<file path="config.mk">
export PLATFORM = sky130hd
export DESIGN_NAME = desc_chain_engine
export DESIGN_NICKNAME = d
export VERILOG_FILES = /design/src/rtl/desc_pkg.sv /design/src/rtl/desc_seq.sv /design/src/rtl/desc_irq.sv /design/src/rtl/desc_chain_engine.sv
export SDC_FILE = /design/constraint.sdc
export NUM_CORES = 1
export LEC_CHECK = 0
export BUFFER_PORTS_ARGS = -buffer_cell sky130_fd_sc_hd__buf_2
export CAP_MARGIN = 40
export CORE_UTILIZATION = 40
export DETAILED_ROUTE_END_ITERATION = 12
export GPL_ROUTABILITY_DRIVEN = 0
export PLACE_DENSITY = 0.67
export SYNTH_ARGS = -nofsm -noshare
export SYNTH_HDL_FRONTEND = slang
export SYNTH_SLANG_ARGS = --single-unit
</file>
<file path="constraint.sdc">
create_clock -name clk -period 4.15 [get_ports clk]
set_input_delay 1.0375 -clock clk [delete_from_list [all_inputs] [get_ports clk]]
set_output_delay 1.0375 -clock clk [all_outputs]
set_load 0.05 [all_outputs]
</file>
<file path="src/rtl/desc_pkg.sv">
package desc_pkg;

    localparam int WORD_W  = 32;
    localparam int LEN_W   = 9;
    localparam int STAT_W  = 12;
    localparam int FEVT_W  = 6;

    // control-word bit positions
    localparam int C_DINT  = 16;
    localparam int C_PINT  = 17;
    localparam int C_LIFM  = 18;
    localparam int C_EOL   = 19;
    localparam int C_RX    = 20;
    localparam int C_DUAL  = 22;
    localparam int C_QUAD  = 23;
    localparam int C_LSB   = 25;
    localparam int C_DEV   = 28;
    localparam int C_REL   = 30;
    localparam int C_OWN   = 31;

    // status bit positions
    localparam int ST_TXE   = 0;
    localparam int ST_RXE   = 3;
    localparam int ST_DDONE = 9;
    localparam int ST_PKT   = 10;
    localparam int ST_ERR   = 11;

    localparam logic [STAT_W-1:0] SOFT_MARK = STAT_W'((1 << ST_TXE) | (1 << ST_RXE));

    // descriptor word byte offsets
    localparam logic [3:0] OFS_CTL = 4'd0;
    localparam logic [3:0] OFS_ADR = 4'd8;
    localparam logic [3:0] OFS_NXT = 4'd12;

    typedef enum logic [1:0] {
        LANE_X1 = 2'd0,
        LANE_X2 = 2'd1,
        LANE_X4 = 2'd2
    } lane_e;

    typedef enum logic [2:0] {
        SQ_IDLE,
        SQ_CTL,
        SQ_ADR,
        SQ_NXT,
        SQ_XFER,
        SQ_WB
    } seq_state_e;

    typedef struct packed {
        logic [LEN_W-1:0] len;
        logic             rx;
        lane_e            lanes;
        logic             lsb_first;
        logic [1:0]       dev;
        logic             cs_drop;
    } xfer_cmd_t;

    typedef struct packed {
        logic desc_done;
        logic pkt_done;
        logic dma_err;
    } chain_evt_t;

    function automatic xfer_cmd_t decode_ctl(input logic [WORD_W-1:0] c);
        xfer_cmd_t x;
        x.len       = c[LEN_W-1:0];
        x.rx        = c[C_RX];
        if (c[C_QUAD])      x.lanes = LANE_X4;
        else if (c[C_DUAL]) x.lanes = LANE_X2;
        else                x.lanes = LANE_X1;
        x.lsb_first = c[C_LSB];
        x.dev       = c[C_DEV +: 2];
        x.cs_drop   = c[C_REL];
        return x;
    endfunction

    function automatic logic [3:0] word_offset(input seq_state_e s);
        case (s)
            SQ_ADR:  return OFS_ADR;
            SQ_NXT:  return OFS_NXT;
            default: return OFS_CTL;
        endcase
    endfunction

endpackage

</file>
<file path="src/rtl/desc_seq.sv">
module desc_seq
    import desc_pkg::*;
#(
    parameter int ADDR_W = 32
) (
    input  logic              clk,
    input  logic              rst,
    input  logic              soft_rst,
    input  logic              dma_en,
    input  logic              poll_en,
    input  logic              start,
    input  logic [ADDR_W-1:0] base,
    output logic              mem_req,
    output logic              mem_we,
    output logic [ADDR_W-1:0] mem_addr,
    output logic [WORD_W-1:0] mem_wdata,
    input  logic              mem_ack,
    input  logic [WORD_W-1:0] mem_rdata,
    output logic              cmd_valid,
    output xfer_cmd_t         cmd,
    output logic [ADDR_W-1:0] cmd_buf_addr,
    input  logic              cmd_done,
    output chain_evt_t        evt,
    output logic              busy
);

    seq_state_e        state;
    logic [ADDR_W-1:0] ptr;
    logic [WORD_W-1:0] ctl_q;
    logic [ADDR_W-1:0] adr_q;
    logic [ADDR_W-1:0] nxt_q;

    logic ctl_ack, wb_ack, not_owned;

    assign ctl_ack   = (state == SQ_CTL) && mem_ack;
    assign wb_ack    = (state == SQ_WB) && mem_ack;
    assign not_owned = !mem_rdata[C_OWN];

    always_ff @(posedge clk) begin
        if (rst || soft_rst) begin
            state <= SQ_IDLE;
            ptr   <= '0;
            ctl_q <= '0;
            adr_q <= '0;
            nxt_q <= '0;
        end else begin
            case (state)
                SQ_IDLE: begin
                    if (start && dma_en) begin
                        ptr   <= base;
                        state <= SQ_CTL;
                    end
                end
                SQ_CTL: begin
                    if (mem_ack) begin
                        ctl_q <= mem_rdata;
                        if (!dma_en)
                            state <= SQ_IDLE;
                        else if (!not_owned)
                            state <= SQ_ADR;
                        else if (!poll_en)
                            state <= SQ_IDLE;
                    end
                end
                SQ_ADR: begin
                    if (mem_ack) begin
                        adr_q <= mem_rdata[ADDR_W-1:0];
                        state <= SQ_NXT;
                    end
                end
                SQ_NXT: begin
                    if (mem_ack) begin
                        nxt_q <= mem_rdata[ADDR_W-1:0];
                        state <= SQ_XFER;
                    end
                end
                SQ_XFER: begin
                    if (cmd_done)
                        state <= SQ_WB;
                end
                SQ_WB: begin
                    if (mem_ack) begin
                        if (ctl_q[C_EOL] || !dma_en) begin
                            state <= SQ_IDLE;
                        end else begin
                            ptr   <= nxt_q;
                            state <= SQ_CTL;
                        end
                    end
                end
                default: state <= SQ_IDLE;
            endcase
        end
    end

    always_comb begin
        mem_req = (state == SQ_CTL) || (state == SQ_ADR) ||
                  (state == SQ_NXT) || (state == SQ_WB);
        mem_we  = (state == SQ_WB);
        mem_addr = ptr + {{(ADDR_W-4){1'b0}}, word_offset(state)};
        mem_wdata = ctl_q;
        mem_wdata[C_OWN] = 1'b0;
    end

    assign cmd_valid    = (state == SQ_XFER);
    assign cmd          = decode_ctl(ctl_q);
    assign cmd_buf_addr = adr_q;
    assign busy         = (state != SQ_IDLE);

    assign evt.desc_done = wb_ack && ctl_q[C_DINT];
    assign evt.pkt_done  = wb_ack && ctl_q[C_PINT] && (ctl_q[C_LIFM] || ctl_q[C_EOL]);
    assign evt.dma_err   = ctl_ack && dma_en && not_owned && !poll_en;


    idle_hold_chk: assert property (@(posedge clk) disable iff (rst)
        (!busy && !(start && dma_en)) |=> !busy);


    req_hold_chk: assert property (@(posedge clk) disable iff (rst || soft_rst)
        (mem_req && !mem_ack) |=> (mem_req && $stable(mem_addr) && $stable(mem_we)));


    cmd_hold_chk: assert property (@(posedge clk) disable iff (rst || soft_rst)
        (cmd_valid && !cmd_done) |=> (cmd_valid && $stable(cmd) && $stable(cmd_buf_addr)));


    eol_stop_chk: assert property (@(posedge clk) disable iff (rst)
        (wb_ack && ctl_q[C_EOL]) |=> !busy);


    own_err_chk: assert property (@(posedge clk) disable iff (rst)
        evt.dma_err |=> (!busy && !cmd_valid));


    poll_again_chk: assert property (@(posedge clk) disable iff (rst || soft_rst)
        (ctl_ack && dma_en && poll_en && not_owned) |=> (mem_req && !mem_we && $stable(mem_addr)));


    abort_chk: assert property (@(posedge clk) disable iff (rst)
        (wb_ack && !dma_en) |=> !busy);

endmodule

</file>
<file path="src/rtl/desc_irq.sv">
module desc_irq
    import desc_pkg::*;
(
    input  logic              clk,
    input  logic              rst,
    input  logic              soft_rst,
    input  chain_evt_t        evt,
    input  logic [FEVT_W-1:0] fifo_evt,
    input  logic [STAT_W-1:0] stat_clr,
    input  logic [STAT_W-1:0] int_en,
    input  logic [STAT_W-1:0] sig_en,
    output logic [STAT_W-1:0] stat,
    output logic              irq
);

    logic [STAT_W-1:0] set_vec;

    for (genvar g = 0; g < STAT_W; g++) begin : g_set
        if (g < FEVT_W) begin : g_fifo
            assign set_vec[g] = fifo_evt[g];
        end else if (g == ST_DDONE) begin : g_ddone
            assign set_vec[g] = evt.desc_done;
        end else if (g == ST_PKT) begin : g_pkt
            assign set_vec[g] = evt.pkt_done;
        end else if (g == ST_ERR) begin : g_err
            assign set_vec[g] = evt.dma_err;
        end else begin : g_none
            assign set_vec[g] = 1'b0;
        end
    end

    always_ff @(posedge clk) begin
        if (rst)
            stat <= '0;
        else if (soft_rst)
            stat <= SOFT_MARK;
        else
            stat <= (stat & ~stat_clr) | set_vec;
    end

    assign irq = |(stat & int_en & sig_en);


    sticky_chk: assert property (@(posedge clk) disable iff (rst)
        (!soft_rst && stat_clr == '0) |=> ((stat & $past(stat)) == $past(stat)));


    fifo_set_chk: assert property (@(posedge clk) disable iff (rst)
        (!soft_rst && fifo_evt != '0) |=>
            ((stat[FEVT_W-1:0] & $past(fifo_evt)) == $past(fifo_evt)));


    soft_mark_chk: assert property (@(posedge clk) disable iff (rst)
        soft_rst |=> (stat == SOFT_MARK));

endmodule

</file>
<file path="src/rtl/desc_chain_engine.sv">
module desc_chain_engine
    import desc_pkg::*;
#(
    parameter int ADDR_W = 32
) (
    input  logic              clk,
    input  logic              rst,
    input  logic              soft_rst,
    input  logic              ctl_dma_en,
    input  logic              ctl_poll_en,
    input  logic              ctl_start,
    input  logic [ADDR_W-1:0] chain_base,
    input  logic [FEVT_W-1:0] fifo_evt,
    input  logic [STAT_W-1:0] stat_clr,
    input  logic [STAT_W-1:0] int_en,
    input  logic [STAT_W-1:0] sig_en,
    output logic [STAT_W-1:0] int_stat,
    output logic              irq,
    output logic              mem_req,
    output logic              mem_we,
    output logic [ADDR_W-1:0] mem_addr,
    output logic [WORD_W-1:0] mem_wdata,
    input  logic              mem_ack,
    input  logic [WORD_W-1:0] mem_rdata,
    output logic              cmd_valid,
    output logic [LEN_W-1:0]  cmd_len,
    output logic              cmd_rx,
    output logic [1:0]        cmd_lanes,
    output logic              cmd_lsb_first,
    output logic [1:0]        cmd_dev,
    output logic              cmd_cs_drop,
    output logic [ADDR_W-1:0] cmd_buf_addr,
    input  logic              cmd_done,
    output logic              busy
);

    xfer_cmd_t  cmd_s;
    chain_evt_t evt_s;

    desc_seq #(.ADDR_W(ADDR_W)) u_seq (
        .clk          (clk),
        .rst          (rst),
        .soft_rst     (soft_rst),
        .dma_en       (ctl_dma_en),
        .poll_en      (ctl_poll_en),
        .start        (ctl_start),
        .base         (chain_base),
        .mem_req      (mem_req),
        .mem_we       (mem_we),
        .mem_addr     (mem_addr),
        .mem_wdata    (mem_wdata),
        .mem_ack      (mem_ack),
        .mem_rdata    (mem_rdata),
        .cmd_valid    (cmd_valid),
        .cmd          (cmd_s),
        .cmd_buf_addr (cmd_buf_addr),
        .cmd_done     (cmd_done),
        .evt          (evt_s),
        .busy         (busy)
    );

    desc_irq u_irq (
        .clk      (clk),
        .rst      (rst),
        .soft_rst (soft_rst),
        .evt      (evt_s),
        .fifo_evt (fifo_evt),
        .stat_clr (stat_clr),
        .int_en   (int_en),
        .sig_en   (sig_en),
        .stat     (int_stat),
        .irq      (irq)
    );

    assign cmd_len       = cmd_s.len;
    assign cmd_rx        = cmd_s.rx;
    assign cmd_lanes     = cmd_s.lanes;
    assign cmd_lsb_first = cmd_s.lsb_first;
    assign cmd_dev       = cmd_s.dev;
    assign cmd_cs_drop   = cmd_s.cs_drop;


    irq_src_chk: assert property (@(posedge clk) disable iff (rst)
        irq |-> (int_stat != '0));


    quiet_idle_chk: assert property (@(posedge clk) disable iff (rst)
        !busy |-> (!mem_req && !cmd_valid));

endmodule

</file>
# Word-level counts from Yosys, hierarchy flattened

Cells that the tools add are included.

Add/subtract/negate cells: 1
Multipliers: 0
Div/mod/pow operators: 0
Order comparisons: 0
Equality and inequality tests: 13
Shift operators: 0
Mux-type cells: 19
Bitwise gates (word level): 5
Reductions and logical operators: 28

Operator list:

| cell               | number |
|---|---|
| $mux 32            | 3 |
| $pmux 32 s2        | 1 |
| $and 12x12->12     | 3 |
| $add 32x4->32      | 1 |
| $mux 3             | 9 |
| $pmux 3 s6         | 1 |
| $not 12->12        | 1 |
| $or 12x12->12      | 1 |
| $reduce_or 12->1   | 1 |
| $logic_and 1x1->1  | 9 |
| $ne 2x2->1 const B | 4 |
| $pmux 4 s2         | 1 |
| $reduce_and 7->1   | 1 |
| $eq 3x2->1 const B | 2 |
| $eq 3x3->1 const B | 2 |
| $logic_or 1x1->1   | 6 |
| $ne 2x1->1 const B | 3 |
| $reduce_and 2->1   | 3 |
| $mux 4             | 1 |
| $ne 4x4->1 const B | 1 |
| $reduce_and 4->1   | 1 |
| $eq 3x1->1 const B | 1 |
| $logic_not 1->1    | 3 |
| $logic_not 3->1    | 1 |
| other kinds (5)    | 6 |

Register bits after elaboration: 142
Latch bits: 0
Memory bits (writable): 0
Memory bits (read-only): 0
Output and inout port bits: 129
Word-level logic and storage cells: 73
Memories kept: 0

# Longest topological paths before layout

Word-level depth: 7
Gate-level depth with buffers: 9

# By module

A second synthesis with hierarchy kept.

Cell total of the unflattened synthesis: 772
Area, all modules: 6,402.4 µm²

By module, submodules not included:

| module   | times used | cells an instance | area an instance (µm²) |
|---|---|---|---|
| desc_seq | 1          | 712               | 5,904.4 |
| desc_irq | 1          | 60                | 498.0 |

# Worst setup path before layout

OpenSTA, ideal clock, no wires.

Path type: reg2out
Start: reg u_seq.state[2]
End: out mem_addr[30]
Arrival time: 2,679 ps
Data required time: 3,113 ps
Setup slack: 434 ps
Cell stages (with the launch flop): 10
Buffers on the path: 1
Path through: dfxtp_1 > buf_4 > nand2b_1 > nor2_1 > ha_1 > fa_1 > nand2_1 > nor4_4 > nand4_1 > xnor2_1

Cells in the longest elaborated chain, start to end: 3
Elaborated cells between the ends (all ways): 4
Classes of those cells: add/sub (1); eq/ne (2); mux (1)

Ends and longest elaborated chain:

| item                   | RTL line                | text |
|---|---|---|
| from (decl)            | desc_seq.sv:27          | `seq_state_e state;` |
| from (signal assigned) | desc_seq.sv:41          | `state <= SQ_IDLE;` |
| from (signal assigned) | desc_seq.sv:51          | `state <= SQ_CTL;` |
| from (signal assigned) | desc_seq.sv:58          | `state <= SQ_IDLE;` |
| $eq 3x2->1             | desc_pkg.sv:79          | `case (s)` |
| $pmux 4 s2 (*)         | desc_pkg.sv:79          |  |
| $add 32x4->32 (*)      | desc_seq.sv:100         | `mem_addr = ptr + {{(ADDR_W-4){1'b0}}, word_offset(state)};` |
| to (decl)              | desc_chain_engine.sv:21 | `output logic [ADDR_W-1:0] mem_addr,` |

Mark *: on every way between the ends. The rest lies on a longest branch, timed or not.

# Worst setup path in the final report

Start: reg u_seq.state[0]
End: out mem_addr[16]

The elaborated chain is that of the path after synthesis.

==> qor.yml <==
place:
  dp_slack_ps: 345.1
  portBuffers: 241
  hpwl_um: 13380
timing:
  setup_tns_ps: 0
  setup_ws_ps: 310.8
  max_slew_margin_pct: 49.72
  hold_violations: 0
  finalMaxSlewViolations: 0
  rsz0062_at_grt: "false"
  period_needed_ps: 3839
  period_share_pct: 92.51
  worst_slew_pin_slew_ps: 754.2
  max_freq_ghz: 0.2605
  setup_viol: 0
  finalClockSkew_ps: 8.912
synthesis:
  synthXorXnorAreaFrac_pct: 3.874
  netlist_area_sq_um: 6330
  synth-simple-area-share_pct: 21.51
  synth-edff-count: 0
  netlist_top_cells_area: "dfxtp_1, nand2_1, a21oi_1"
  synth_mux_area_share_pct: 5.060
  synth_top_family_by_area: "simple AND/OR/NAND/NOR gates"
  synth_common_cells: "nand2_1, dfxtp_1, a21oi_1"
  ys_seq_area_share_pct: 44.91
  ys.flop_type: "dfxtp_1"
  yosysMostFrequentCell: "nand2_1"
  synth.distinct_cells: 52
  synth_cells: 759
  avgSynthCellArea_sq_um: 8.340
  syn_nets: 876
  synth-seq-cells: 142
  synth_top_cell_by_area: "dfxtp_1"
  synth_top_area_share_pct: 44.91
  yosys_warnings: 0
  async_reset_ff_share_pct: 0
  synth_compound_area_share_pct: 16.84
  synth_adder_area_share_pct: 0.7116
global_route:
  grt_pass1_wl_um: 28780
  grt_overflow: 0
  grt_pass1_vias: 5274
  grt_usage_pct: 22.69
  grt_max_degree: 61
  antenna_found_initial: 1
route:
  firstDrtPassIters: 6
  ant_nets: 0
  route.detailed.drc: 0
  totalWireLength_um: 18420
  wl_per_cell_um: 15.52
  viasPerCell: 4.994
  drt_iter0_drc: 530
  vias: 5928
die:
  fp.dieW_um: 127.8
  ios: 243
  dieArea_sq_um: 16330
  initial_core_util_pct: 41.33
  die_h_um: 127.8
  rows: 45
  core_area_sq_um: 15310
clock_network:
  htreeDepth: 4
  clk_pin_slew_ps: 60
  cts_buffer_depth: 2
  clock_latency_ps: 420
  tritoncts: "done"
  clock-sinks: 142
  cts_root_buffer: "clkbuf_16"
  cts_made_buffers: 17
  holdBufCountCts: 0
critical_path:
  crit_type: "reg -> out"
  arrival_ps: 2800
  endpoint_kind: "primary output"
  crit_path_top_delay_cell: "dfxtp_4"
  crit_path_max_fanout: 12
  cp_top_family: "simple AND/OR/NAND/NOR gates"
  rrSetupSlack_ps: 1760
  worstPathBufferInverterCount: 3
  path_cells: "inv_1, nor2_1, ha_1, fa_1, nand2_1, nor4_4, buf_4, nand3_1, xnor2_1, buf_2"
  cp.required_ps: 3110
  worst_path_largest_cell_delay_ps: 410
  startpoint_type: "register"
pwr:
  ir_worst_vdd_uv: 234.7
  p_leak_nw: 3.406
  p_per_area_nw_per_um2: 399.0
  total_power_mw: 3.249
finish:
  syn_to_final_growth_pct: 28.64
  fillers: 1550
  utilization_pct: 53.17
  drive_gt1_share_pct: 31.66
  nNetsFinal: 1081
  antennaDiodeCount: 0
job:
  maxCapViolations: 0
run_status:
  status: "finished clean"
min_path:
  min_path_type: "reg -> reg"
==> cell families after synthesis <==
logic type                 count (synthesis)
AOI/OAI and AO/OA                        181
xor gates and xnor gates                  28
adders and majority gates                  3
buffers and inverters                     80
DFF                                      142
muxes                                     32
other                                      1
and+or+nand+nor                          292
==> sequential cells by signal (all words and copies together) (netlist names) <==
signal / count
u_seq.state: 3
u_seq.ctl_q: 31
u_irq.stat: 12
u_seq.cmd_buf_addr: 32
u_seq.ptr: 32
u_seq.nxt_q: 32
==> worst reg2reg max path: stages (launching register included) <==
cell,delay [ps]
dfxtp_1,310
buf_4,180
or2_2,310
a21oi_2,110
buf_4,320
and2_1,520
buf_4,360
a211oi_1,120
==> per-layer routing <==
layer,up-vias,track usage [%],share of wire [%]
met5,-,0,0.054
li1,2981,-,-
met2,166,33.63,45
met3,18,4.841,4.8
met4,2,7.336,1.0
met1,2761,32.64,49
==> placed cells by master (no fill, tap or decap), drive strengths merged, types with 2 or more instances in the layout <==
cell and count:
nand2b 6, bufinv 2, a211oi 33, inv 9, nand4 11, or2 2, and4 5, clkbuf 27
xnor2 25, o21ai 2, nor3b 3, clkinv 2, nor2b 3, mux2i 32, ha 2, and2 3
and3 5, or3 3, nor3 2, a32oi 2, xor2 3, nand2 201, buf 256, nor2 16
nand4b 2, a21oi 139, nand3 25, dfxtp 142, a21o 2
==> power by group <==
part | internal, mW | switching (mW)
clock | 0.976 | 0.548
sequential | 1.38 | 0.0241
combinational | 0.104 | 0.213
total | 2.46 | 0.785
==> final timing paths <==
path	start	end	cells after the start
worst max-delay path	u_seq.state[0]	mem_addr[16]	10
worst min-delay path	u_seq.nxt_q[25]	u_seq.nxt_q[25]	2
worst max register to register	u_seq.state[2]	u_seq.ptr[10]	7
worst min register to register	u_seq.nxt_q[25]	u_seq.nxt_q[25]	2
==> stage by stage <==
step | cells | instance area (sq um) | hold slack [ps]
floorplan | 759 | 6330 | 436.0
global placement | 1153 | 7510 | 438.9
detailed placement | 1154 | 7525 | 443.0
CTS | 1187 | 8137 | 450.7
global route | 1187 | 8143 | 466.4
finish | 1187 | 8143 | 452.1
==> area by class of cell <==
| class | count | area, sq um | share of cell area, % |
|---|---|---|---|
| clock inverters | 5 | 77.57 | 0.9527 |
| inverters | 9 | 33.78 | 0.4149 |
| clock buffers | 26 | 519.2 | 6.377 |
| repair buffers | 257 | 1349 | 16.56 |
| well taps | 211 | 264.0 | 3.242 |
| multi-input cells | 537 | 3053 | 37.49 |
| flip-flops and latches | 142 | 2846 | 34.96 |
==> timing repair <==
action                     in CTS  in global routing
setup buffers                   2                  0
gates resized for setup         0                  3
setup endpoints to repair       7                 18
pin swaps                       1                  0
Power figures use the tool's default switching activity.
